`config.mk`:
```
export PLATFORM = sky130hd
export DESIGN_NAME = pcm_lf_serializer
export DESIGN_NICKNAME = d
export VERILOG_FILES = /design/src/rtl/pcm_lf_pkg.sv /design/src/rtl/pcm_lf_bit_timer.sv /design/src/rtl/pcm_lf_sample_buf.sv /design/src/rtl/pcm_lf_line_drv.sv /design/src/rtl/pcm_lf_serializer.sv
export SDC_FILE = /design/constraint.sdc
export NUM_CORES = 1
export LEC_CHECK = 0
export BUFFER_PORTS_ARGS = -buffer_cell sky130_fd_sc_hd__buf_2
export CAP_MARGIN = 20
export CORE_UTILIZATION = 54
export DETAILED_ROUTE_END_ITERATION = 8
export GPL_TIMING_DRIVEN = 0
export PLACE_DENSITY = 0.77
export RECOVER_POWER = 50
export SLEW_MARGIN = 25
export SYNTH_ARGS = -nofsm -noshare
export SYNTH_HDL_FRONTEND = slang
export SYNTH_SLANG_ARGS = --single-unit
```
`constraint.sdc`:
```
create_clock -name clk -period 1.7 [get_ports clk]
set_input_delay 0.085 -clock clk [delete_from_list [all_inputs] [get_ports clk]]
set_output_delay 0.085 -clock clk [all_outputs]
set_load 0.05 [all_outputs]
```
`src/rtl/pcm_lf_pkg.sv`:
```
package pcm_lf_pkg;

  // Number of bit periods in one frame for the chosen channel width.
  function automatic int unsigned frame_len(input int unsigned sw, input logic long_ch);
    return long_ch ? (2 * sw) : sw;
  endfunction

  // Frame-sync level for bit position idx.
  function automatic logic sync_level(input int unsigned idx, input int unsigned fs_len);
    return idx < fs_len;
  endfunction

  // Data level for bit position idx: MSB first, then zero padding.
  function automatic logic data_level(input logic [63:0] word, input int unsigned sw,
                                      input int unsigned idx);
    return (idx < sw) ? word[sw - 1 - idx] : 1'b0;
  endfunction

endpackage

```
`src/rtl/pcm_lf_bit_timer.sv`:
```
module pcm_lf_bit_timer
  import pcm_lf_pkg::*;
#(
  parameter int unsigned SAMPLE_W = 16,
  parameter int unsigned IDX_W    = 5
) (
  input  logic             clk,
  input  logic             rst_n,
  input  logic             tick,
  input  logic             run,
  input  logic             chan_long,
  output logic             active,
  output logic             half,
  output logic [IDX_W-1:0] bit_idx,
  output logic             frame_load
);

  logic last_bit;

  assign last_bit   = (32'(bit_idx) == (frame_len(SAMPLE_W, chan_long) - 32'd1));
  assign frame_load = run && tick && (!active || (half && last_bit));

  always_ff @(posedge clk) begin
    if (!rst_n || !run) begin
      active  <= 1'b0;
      half    <= 1'b0;
      bit_idx <= '0;
    end else if (tick) begin
      if (frame_load) begin
        active  <= 1'b1;
        half    <= 1'b0;
        bit_idx <= '0;
      end else begin
        half <= ~half;
        if (half) bit_idx <= bit_idx + IDX_W'(1);
      end
    end
  end

  // every tick inside a frame flips the half-bit phase
  p_half_toggle_r1: assert property (@(posedge clk) disable iff (!rst_n)
    (tick && active && run && !frame_load) |=> (half != $past(half)));

  // the bit index never runs past the frame length
  p_idx_bound_r5: assert property (@(posedge clk) disable iff (!rst_n)
    active |-> (32'(bit_idx) < frame_len(SAMPLE_W, chan_long)));

endmodule

```
`src/rtl/pcm_lf_sample_buf.sv`:
```
module pcm_lf_sample_buf #(
  parameter int unsigned SAMPLE_W = 16
) (
  input  logic                clk,
  input  logic                rst_n,
  input  logic                s_valid,
  input  logic [SAMPLE_W-1:0] s_data,
  output logic                s_ready,
  input  logic                frame_load,
  input  logic                urun_clr,
  output logic [SAMPLE_W-1:0] shadow,
  output logic                underrun,
  output logic                urun_evt
);

  logic                hold_full;
  logic [SAMPLE_W-1:0] hold_q;
  logic                accept;

  assign s_ready  = !hold_full;
  assign accept   = s_valid && !hold_full;
  assign urun_evt = frame_load && !hold_full;

  always_ff @(posedge clk) begin
    if (!rst_n) begin
      hold_full <= 1'b0;
      hold_q    <= '0;
      shadow    <= '0;
      underrun  <= 1'b0;
    end else begin
      hold_full <= accept || (hold_full && !frame_load);
      if (accept) hold_q <= s_data;
      if (frame_load) shadow <= hold_full ? hold_q : '0;
      if (urun_evt) underrun <= 1'b1;
      else if (urun_clr) underrun <= 1'b0;
    end
  end

  // a held sample is not overwritten before it is consumed
  p_no_overwrite_r7: assert property (@(posedge clk) disable iff (!rst_n)
    (hold_full && !frame_load) |=> (hold_q == $past(hold_q)));

  // flag stays set without a clear
  p_urun_sticky_r8: assert property (@(posedge clk) disable iff (!rst_n)
    (underrun && !urun_clr) |=> underrun);

  // flag rises only after an empty frame start
  p_urun_cause_r8: assert property (@(posedge clk) disable iff (!rst_n)
    $rose(underrun) |-> $past(urun_evt));

endmodule

```
`src/rtl/pcm_lf_line_drv.sv`:
```
module pcm_lf_line_drv
  import pcm_lf_pkg::*;
#(
  parameter int unsigned SAMPLE_W = 16,
  parameter int unsigned IDX_W    = 5,
  parameter int unsigned FS_LEN   = 13
) (
  input  logic                active,
  input  logic                half,
  input  logic [IDX_W-1:0]    bit_idx,
  input  logic [SAMPLE_W-1:0] shadow,
  input  logic                clk_pol,
  output logic                sck,
  output logic                sd,
  output logic                fs
);

  always_comb begin
    sck = active ? (half ^ clk_pol) : clk_pol;
    sd  = active && data_level(64'(shadow), SAMPLE_W, 32'(bit_idx));
    fs  = active && sync_level(32'(bit_idx), FS_LEN);
  end

endmodule

```
`src/rtl/pcm_lf_serializer.sv`:
```
module pcm_lf_serializer #(
  parameter int unsigned SAMPLE_W = 16,
  parameter int unsigned FS_LEN   = 13
) (
  input  logic                clk,
  input  logic                rst_n,
  input  logic                bit_tick,
  input  logic                run,
  input  logic                chan_long,
  input  logic                clk_pol,
  input  logic                s_valid,
  input  logic [SAMPLE_W-1:0] s_data,
  output logic                s_ready,
  input  logic                urun_clr,
  output logic                underrun,
  output logic                sck_o,
  output logic                sd_o,
  output logic                fs_o
);

  localparam int unsigned IDX_W = $clog2(2 * SAMPLE_W);

  logic                active;
  logic                half;
  logic [IDX_W-1:0]    bit_idx;
  logic                frame_load;
  logic                urun_evt;
  logic [SAMPLE_W-1:0] shadow;
  logic                act_edge;

  // tick that moves the clock away from idle: the sampling edge
  assign act_edge = bit_tick && run && active && !half;

  pcm_lf_bit_timer #(.SAMPLE_W(SAMPLE_W), .IDX_W(IDX_W)) u_timer (
    .clk(clk), .rst_n(rst_n), .tick(bit_tick), .run(run), .chan_long(chan_long),
    .active(active), .half(half), .bit_idx(bit_idx), .frame_load(frame_load)
  );

  pcm_lf_sample_buf #(.SAMPLE_W(SAMPLE_W)) u_buf (
    .clk(clk), .rst_n(rst_n), .s_valid(s_valid), .s_data(s_data), .s_ready(s_ready),
    .frame_load(frame_load), .urun_clr(urun_clr), .shadow(shadow),
    .underrun(underrun), .urun_evt(urun_evt)
  );

  pcm_lf_line_drv #(.SAMPLE_W(SAMPLE_W), .IDX_W(IDX_W), .FS_LEN(FS_LEN)) u_drv (
    .active(active), .half(half), .bit_idx(bit_idx), .shadow(shadow),
    .clk_pol(clk_pol), .sck(sck_o), .sd(sd_o), .fs(fs_o)
  );

  // clock rests at its idle level when no frame is running
  p_idle_clk_r1: assert property (@(posedge clk) disable iff (!rst_n)
    !active |-> (sck_o == clk_pol && !sd_o && !fs_o));

  // lines hold across the sampling edge
  p_sd_hold_r2: assert property (@(posedge clk) disable iff (!rst_n)
    act_edge |=> ($stable(sd_o) && $stable(fs_o)));

  // sync drops exactly at the end of its pulse
  p_fs_fall_r3: assert property (@(posedge clk) disable iff (!rst_n)
    (active && $fell(fs_o)) |-> (32'(bit_idx) == FS_LEN));

  // padding bits are zero
  p_pad_zero_r5: assert property (@(posedge clk) disable iff (!rst_n)
    (active && 32'(bit_idx) >= SAMPLE_W) |-> !sd_o);

endmodule

```
# Yosys cells after proc, flatten, opt, wreduce, memory -nomap -nowiden

Index checks and enable logic that the tools add are counted.

Register bits after elaboration: 41
Bits in latches: 0
Memory bits (writable): 0
Memory bits (read-only): 0
Output and inout bits: 5
Memories kept: 0

Add/sub/neg operators: 3
Multiply operators: 0
Div/mod/pow operators: 0
Magnitude comparators: 3
Equality and inequality tests: 1
Shift-type cells: 0
Multiplexer cells: 11
Bitwise gates (word level): 2
Reductions and logical operators: 20

Operators by type and width:

| kind                  | number |
|---|---|
| $eq 5x32->1           | 1 |
| $lt 32x7->1 const B   | 1 |
| $sub 32x1->32 const B | 1 |
| $mux 16               | 1 |
| $mux 5                | 2 |
| $logic_and 1x1->1     | 8 |
| $bmux 1 s6            | 1 |
| $mux 1                | 6 |
| $mux 6                | 1 |
| $sub 4x5->6 const A   | 1 |
| $add 5x1->5 const B   | 1 |
| $logic_not 1->1       | 5 |
| $lt 5x4->1 const B    | 1 |
| $lt 5x5->1 const B    | 1 |
| $reduce_and 2->1      | 2 |
| $reduce_bool 2->1     | 2 |
| $logic_or 1x1->1      | 3 |
| $not 1->1             | 1 |
| $xor 1x1->1           | 1 |

# Logic depth before layout (Yosys ltp)

Gate-level depths: netlist of the first run.

Depth after elaboration: 9
Depth in mapped cells: 7
Mapped depth without buffers: 5

# By module

A second synthesis of the first run with hierarchy kept.

Cells, all modules: 198
Area total of the unflattened synthesis: 1934.4 µm²

By module, submodules not included:

| module            | times used | cells each | area each (µm²) | seq. area each (µm²) |
|---|---|---|---|---|
| pcm_lf_sample_buf | 1          | 135        | 1368.8          | 680.7 |
| pcm_lf_bit_timer  | 1          | 43         | 374.1           | 140.1 |
| pcm_lf_line_drv   | 1          | 20         | 191.4           | 0.0 |

# Worst setup path after synthesis of the first run

No wires, ideal clock.

Path kind: register to output
Start point: register u_timer.bit_idx[1]
End point: output port sd_o
Arrival time: 2.075 ns
Data required time: 1.615 ns
Path slack: -0.460 ns
Stages on the path, launching flop included: 6
Path buffers: 1
Path through: dfxtp_1 > buf_6 > mux4_1 > nor2b_1 > or4_1 > a21oi_1

Word-level cells in the longest chain between the ends: 5

Ends and longest elaborated chain:

| what                         | line                    | RTL |
|---|---|---|
| start, declared              | pcm_lf_bit_timer.sv:14  | `output logic [IDX_W-1:0] bit_idx,` |
| start signal, assigned       | pcm_lf_bit_timer.sv:35  | `if (half) bit_idx <= bit_idx + IDX_W'(1);` |
| $sub 4x5->6                  | pcm_lf_pkg.sv:16        | `return (idx < sw) ? word[sw - 1 - idx] : 1'b0;` |
| $bmux 1 s6                   | pcm_lf_pkg.sv:16        |  |
| $mux 1 (not written as such) | pcm_lf_pkg.sv:16        |  |
| $mux 1 *                     | pcm_lf_pkg.sv:16        |  |
| $logic_and 1x1->1 *          | pcm_lf_line_drv.sv:20   | `sd = active && data_level(64'(shadow), SAMPLE_W, 32'(bit_idx));` |
| end, declared                | pcm_lf_serializer.sv:17 | `output logic sd_o,` |

Every way passes the cells marked *; elsewhere a longest branch is shown, timed or not. The select of a mux whose other input is x is not followed.

# Worst setup path after layout of the first run

Same ends and word-level chain as after synthesis.

==> results of run 1 <==
==> logic make-up (layout without fill, tap and decap cells) <==
family          Yosys count  after routing  synth area share
simple gates             66             66             0.183
compound gates           46             46             0.186
flops                    41             41             0.494
buf+inv                  14             73            0.0474
xor+xnor                  6              6            0.0316
mux                       5              5            0.0505
fa+ha+maj                 1              1           0.00753
==> layer usage <==
| metal | share of wire | vias to the layer above | track usage |
|---|---|---|---|
| li1 | - | 742 | - |
| met1 | 0.43 | 710 | 0.304 |
| met2 | 0.51 | 35 | 0.465 |
| met3 | 0.031 | 15 | 0.0499 |
| met4 | 0.029 | 0 | 0.146 |
| met5 | 0 | - | 0 |
==> worst reg2reg max path, delay by kind of cell, from the launching register on <==
| kind | cells | cell delay [ns] |
|---|---|---|
| AO/OA/AOI/OAI | 3 | 0.64 |
| AND/OR/NAND/NOR | 1 | 0.08 |
| buffers and inverters | 3 | 0.51 |
| flip-flops | 1 | 0.36 |
| adder cells (fa/ha/maj) | 1 | 0.13 |
==> path summary, 6_finish.rpt <==
kind,from,end,slack (ns),depth (start not counted)
worst max-delay path,u_timer.bit_idx[1]$_SDFFE_PP0P_,sd_o,-0.32,6
worst min-delay path,urun_clr,u_buf.underrun$_SDFFE_PN0P_,0.002,3
worst min register to register,u_buf.hold_q[2]$_SDFFE_PN0P_,u_buf.hold_q[2]$_SDFFE_PN0P_,0.46,2
worst max register to register,u_timer.bit_idx[1]$_SDFFE_PP0P_,u_buf.shadow[7]$_SDFFE_PN0N_,-0.11,8
==> sequential cells by signal, summed over array words and instances, names as in the netlist <==
register         count
u_timer.bit_idx      5
u_buf.underrun       1
u_timer.active       1
u_buf.shadow        16
u_buf.hold_full      1
u_timer.half         1
u_buf.hold_q        16
==> what timing repair did <==
action                     in CTS  in global routing
gates cloned                    2                  0
pin swaps                       4                  2
gates resized for setup        14                  3
setup endpoints to repair      11                 12
hold buffers                   17                  0
hold endpoints to repair       17                  0
buffers inserted                3                  2
==> stage by stage <==
step	worst slack, ns	std cells	util	power [uW]
after floorplan	0.0659	179	-	1130
after global placement	-0.0936	238	0.656	1180
after detailed placement	-0.115	238	0.656	1190
after CTS	-0.311	267	0.759	1700
after global routing	-0.385	269	0.771	1770
final	-0.319	269	0.771	1710
==> cell type report <==
cell class / instances / area, um2
clock buffer: 6 / 41.3
inverter: 3 / 11.3
tap: 31 / 38.8
clock inverter: 2 / 15.0
timing repair buffer: 52 / 384
multi-input combinational: 124 / 800
buffer: 10 / 68.8
sequential: 41 / 822
fill: 203 / 648
==> synthesized netlist by cell type <==
library cell  number
a2111oi_0          1
a21oi_1           20
a22o_1            16
a31oi_1            1
a31oi_2            1
a41oi_1            1
and2_1             1
and2b_2            1
and4_1             1
buf_2              3
buf_6              3
clkbuf_1           5
clkinv_1           1
dfxtp_1           41
ha_1               1
inv_1              2
mux2_2             1
mux2i_1            2
mux4_1             2
nand2_1           38
nand2b_1           2
nand3_1            5
nand3b_1           1
nand4_1            3
nor2_1             6
nor2b_1            2
nor3_1             1
nor3b_1            1
o21a_1             1
o21ai_0            4
o21ai_1            1
or2_2              3
or4_1              1
xnor2_1            3
xor2_1             3
==> where the power goes <==
part	leakage (uW)	switching (uW)	total (uW)	internal, uW
Combinational	0.000498	114	213	99.2
Clock	0.0000245	325	486	162
Sequential	0.000334	19.9	1010	991
==> flow_metrics.env, run 1 <==
export IMPL_antenna_found_initial=0
export IMPL_hpwlAfterDp_um=2420
export IMPL_start_util=0.587
export IMPL_netlist_area_um2=1660
export IMPL_crit_required_ns=1.62
export IMPL_final_cell_mix="dfxtp_1, nand2_1, buf_2"
export IMPL_grt_max_degree=14
export IMPL_leakagePower_uw=0.000856
export IMPL_finalCriticalPeriod_ns=2.02
export IMPL_relSlewSlack=0.609
export IMPL_yosysTopAreaCell="dfxtp_1"
export IMPL_first_iter_violations=93
export IMPL_area_delta_synth_final_pct=31.2
export IMPL_synthCells=179
export IMPL_rsz0062_at_grt="true"
export IMPL_portBuffers=28
export IMPL_violations="DRC, setup timing"
export IMPL_slowest_stage="or4_4"
export IMPL_synth_warnings=0
export IMPL_drc_errors=2
export IMPL_crit_chain="buf_6, mux4_1, nor2b_1, or4_4, a21oi_4, buf_6"
export IMPL_finClkSkew_ns=0.0129
export IMPL_synth_seq_area_share=0.494
export IMPL_crit_fanout=5
export IMPL_die_width_um=57.5
export IMPL_clock_latency_ns=0.36
export IMPL_endpoint_kind="output port"
export IMPL_hold_ws_ns=0.00163
export IMPL_track_usage=0.266
export IMPL_worstPathArrival_ns=1.93
export IMPL_drtAntennaViolNets=0
export IMPL_vias=1502
export IMPL_grt_overflow=0
export IMPL_cts_path_max_buffers=2
export IMPL_yosysUniqueCellTypes=35
export IMPL_tns_ns=-1.56
export IMPL_cap_violations=0
export IMPL_final_common_cell="dfxtp_1"
export IMPL_wl_per_cell_um=14.8
export IMPL_start_kind="flip-flop"
export IMPL_place_area_um2=1860
export IMPL_fin_ws_ns=-0.319
export IMPL_status="finished, violations left"
export IMPL_cts_buffers=5
export IMPL_synth_top_area_share=0.494
export IMPL_max_vdd_ir_drop_mv=0.721
export IMPL_wl_um=3980
export IMPL_root_buffer="clkbuf_4"
export IMPL_design_area_um2=2180
export IMPL_ios=29
export IMPL_p_per_area_nw_per_um2=784
export IMPL_fin_nets=262
export IMPL_gp_congestion=0.842
export IMPL_cp_common_cell="buf_6"
export IMPL_min_path_type="in2reg"
export IMPL_n_antenna_cell=0
export IMPL_worstMarginPinSlew_ns=0.589
export IMPL_fin_crit_sh=1.19
export IMPL_crit_type="reg2out"
export IMPL_floorplan_rows=19
export IMPL_grt_pass1_wl_um=6540
export IMPL_drive_gt1_frac=0.235
export IMPL_grt_pass1_vias=1510
export IMPL_cts_sinks=41
export IMPL_path_clk_slew_ns=0.12
export IMPL_vias_per_cell=5.58
export IMPL_cts_htree_levels=2
export IMPL_die_area_um2=3300
export IMPL_core_um2=2830
export IMPL_synth_seq_cells=41
export IMPL_syn_nets=204
export IMPL_cpPeakStageDelay_ns=0.43
export IMPL_ys_top_cells_by_area="dfxtp_1, nand2_1, a22o_1"
export IMPL_fmax_ghz=0.495
export IMPL_path_delay_family="simple AND/OR/NAND/NOR gates"
export IMPL_die_y_um=57.5
export IMPL_hold_violations=0
export IMPL_path_buf_inv=2
export IMPL_cts_tree="done"
export IMPL_firstDrtPassIters=6
export IMPL_finalSetupViolCount=16
export IMPL_slew_violations=0
export IMPL_avgSynthCellArea_um2=9.28
Power figures use the tool's default switching activity.
==> run 2: changes to the inputs <==
Settings changed: TNS_END_PERCENT set to 20.
==> run 2 against run 1 <==
  * The run still ends with DRC, setup timing left
  * Global-route usage rose by 0.14 points
  * Critical path depth did not move
  * Critical endpoint unchanged
  * Non-clock buffer count did not move
  * Clock power fell by 0.8%
  * Largest cell class unchanged
  * Largest power group unchanged
==> flow_metrics.env, run 2 (synthesis gave the netlist of run 1 again) <==
export IMPL_status="finished, violations left"
export IMPL_violations="DRC, setup timing"
export IMPL_cts_sinks=41
export IMPL_vias_per_cell=5.60
export IMPL_hold_violations=0
export IMPL_gp_congestion=0.842
export IMPL_fmax_ghz=0.500
export IMPL_portBuffers=28
export IMPL_p_seq_frac=0.593
export IMPL_core_um2=2830
export IMPL_firstDrtPassIters=6
export IMPL_fin_ws_ns=-0.302
export IMPL_clock_latency_ns=0.35
export IMPL_n_antenna_cell=0
export IMPL_reg2reg_depth=8
export IMPL_area_delta_synth_final_pct=31.1
export IMPL_drc_errors=2
export IMPL_p_comb_frac=0.125
export IMPL_drive_gt1_frac=0.235
export IMPL_finalSetupViolCount=16
export IMPL_ios=29
export IMPL_cts_path_max_buffers=2
export IMPL_grt_pass1_wl_um=6570
export IMPL_p_per_area_nw_per_um2=783
export IMPL_finalCriticalPeriod_ns=2.00
export IMPL_final_common_cell="dfxtp_1"
export IMPL_max_vdd_ir_drop_mv=0.720
export IMPL_die_y_um=57.5
export IMPL_cts_buffers=5
export IMPL_tns_ns=-1.51
export IMPL_r2r_slack_ns=-0.10
export IMPL_worstPathArrival_ns=1.92
export IMPL_relSlewSlack=0.609
export IMPL_hold_path_depth=3
export IMPL_layoutNonFillerInstCount=269
export IMPL_rsz0062_at_grt="true"
export IMPL_cap_violations=0
export IMPL_root_buffer="clkbuf_4"
export IMPL_slew_violations=0
export IMPL_start_util=0.587
export IMPL_fin_crit_sh=1.18
export IMPL_die_width_um=57.5
export IMPL_leakagePower_uw=0.000857
export IMPL_final_cell_mix="dfxtp_1, nand2_1, buf_2"
export IMPL_start_kind="flip-flop"
export IMPL_reg_top3="u_buf.hold_q x16, u_buf.shadow x16, u_timer.bit_idx x5"
export IMPL_clockPowerShare=0.283
export IMPL_hpwlAfterDp_um=2420
export IMPL_die_area_um2=3300
export IMPL_endpoint_kind="output port"
export IMPL_drtAntennaViolNets=0
export IMPL_track_usage=0.267
export IMPL_wl_per_cell_um=14.8
export IMPL_grt_overflow=0
export IMPL_path_clk_slew_ns=0.12
export IMPL_hold_start="urun_clr"
export IMPL_floorplan_rows=19
export IMPL_min_path_type="in2reg"
export IMPL_crit_fanout=5
export IMPL_r2r_end="u_buf.shadow[7]$_SDFFE_PN0N_"
export IMPL_finClkSkew_ns=0.0141
export IMPL_post_route_util=0.770
export IMPL_total_power_uw=1710
export IMPL_grt_pass1_vias=1503
export IMPL_first_iter_violations=95
export IMPL_wl_um=3970
export IMPL_antenna_found_initial=0
export IMPL_vias=1507
export IMPL_timing_rr_start="u_timer.bit_idx[1]$_SDFFE_PP0P_"
export IMPL_internal_power_uw=1250
export IMPL_place_inst=238
export IMPL_cts_htree_levels=2
export IMPL_cts_tree="done"
export IMPL_min_to="u_buf.underrun$_SDFFE_PN0P_"
export IMPL_fin_nets=262
export IMPL_swShare=0.266
export IMPL_hold_ws_ns=0.0109
export IMPL_grt_max_degree=14
export IMPL_p_switching_uw=454
export IMPL_crit_required_ns=1.62
export IMPL_worstMarginPinSlew_ns=0.589
export IMPL_crit_type="reg2out"
[run 2: cell counts in the layout (fill, tap and decap cells not counted)]
No cell type changed its count.
[run 2: worst max-delay path by stage]
stage	slack, ns	cells past startpoint	from	endpoint
5_1_grt	-0.38	6	u_timer.bit_idx[1]$_SDFFE_PP0P_	sd_o
6_report	-0.30	6	u_timer.bit_idx[1]$_SDFFE_PP0P_	sd_o
3_3_place_gp	-0.09	6	u_timer.bit_idx[1]$_SDFFE_PP0P_	sd_o
2_1_floorplan	0.07	5	u_timer.bit_idx[1]$_SDFFE_PP0P_	sd_o
4_1_cts	-0.31	6	u_timer.bit_idx[1]$_SDFFE_PP0P_	sd_o
3_5_place_dp	-0.12	6	u_timer.bit_idx[1]$_SDFFE_PP0P_	sd_o
[run 2: metrics by stage]
step / instance area [um2] / worst slack, ns
2_1_floorplan: 1680 / 0.0659
3_3_place_gp: 1860 / -0.0936
3_5_place_dp: 1860 / -0.115
4_1_cts: 2140 / -0.311
5_1_grt: 2180 / -0.385
6_report: 2180 / -0.302
[run 2: layout make-up]
type                            count  area (um2)
Buffer                             10        68.8
Clock buffer                        6        41.3
Clock inverter                      2        15.0
Fill cell                         204         651
Inverter                            3        11.3
Multi-Input combinational cell    124         800
Sequential cell                    41         822
Tap cell                           31        38.8
Timing Repair Buffer               52         382
[run 2: routing by layer]
metal	vias to the layer above	wire length (um)	GRT usage
li1	743	-	-
met1	723	1720	0.307
met2	30	2040	0.470
met3	11	110	0.0499
met4	0	100	0.139
met5	-	0	0
[run 2: worst max-delay path, cell delays in order, from the launching register on]
cell	delay (ns)
dfxtp_2	0.34
buf_6	0.13
mux4_1	0.33
nor2b_1	0.04
or4_4	0.43
a21oi_4	0.14
buf_6	0.17
[run 2: repair_timing]
action,in CTS,in global routing
hold buffers,17,0
pin swaps,4,2
gates cloned,2,0
buffers inserted,3,2
gates resized for setup,13,3
hold endpoints to repair,17,0
endpoints found under the setup margin,11,13
[run 2: power groups by stage]
stage                     Combinational, uW  Sequential [uW]  Clock [uW]
after floorplan                        99.6             1030           0
after global placement                  153             1030           0
after detailed placement                158             1030           0
final                                   213             1010         482
after CTS                               202             1010         487
after global routing                    232             1010         523
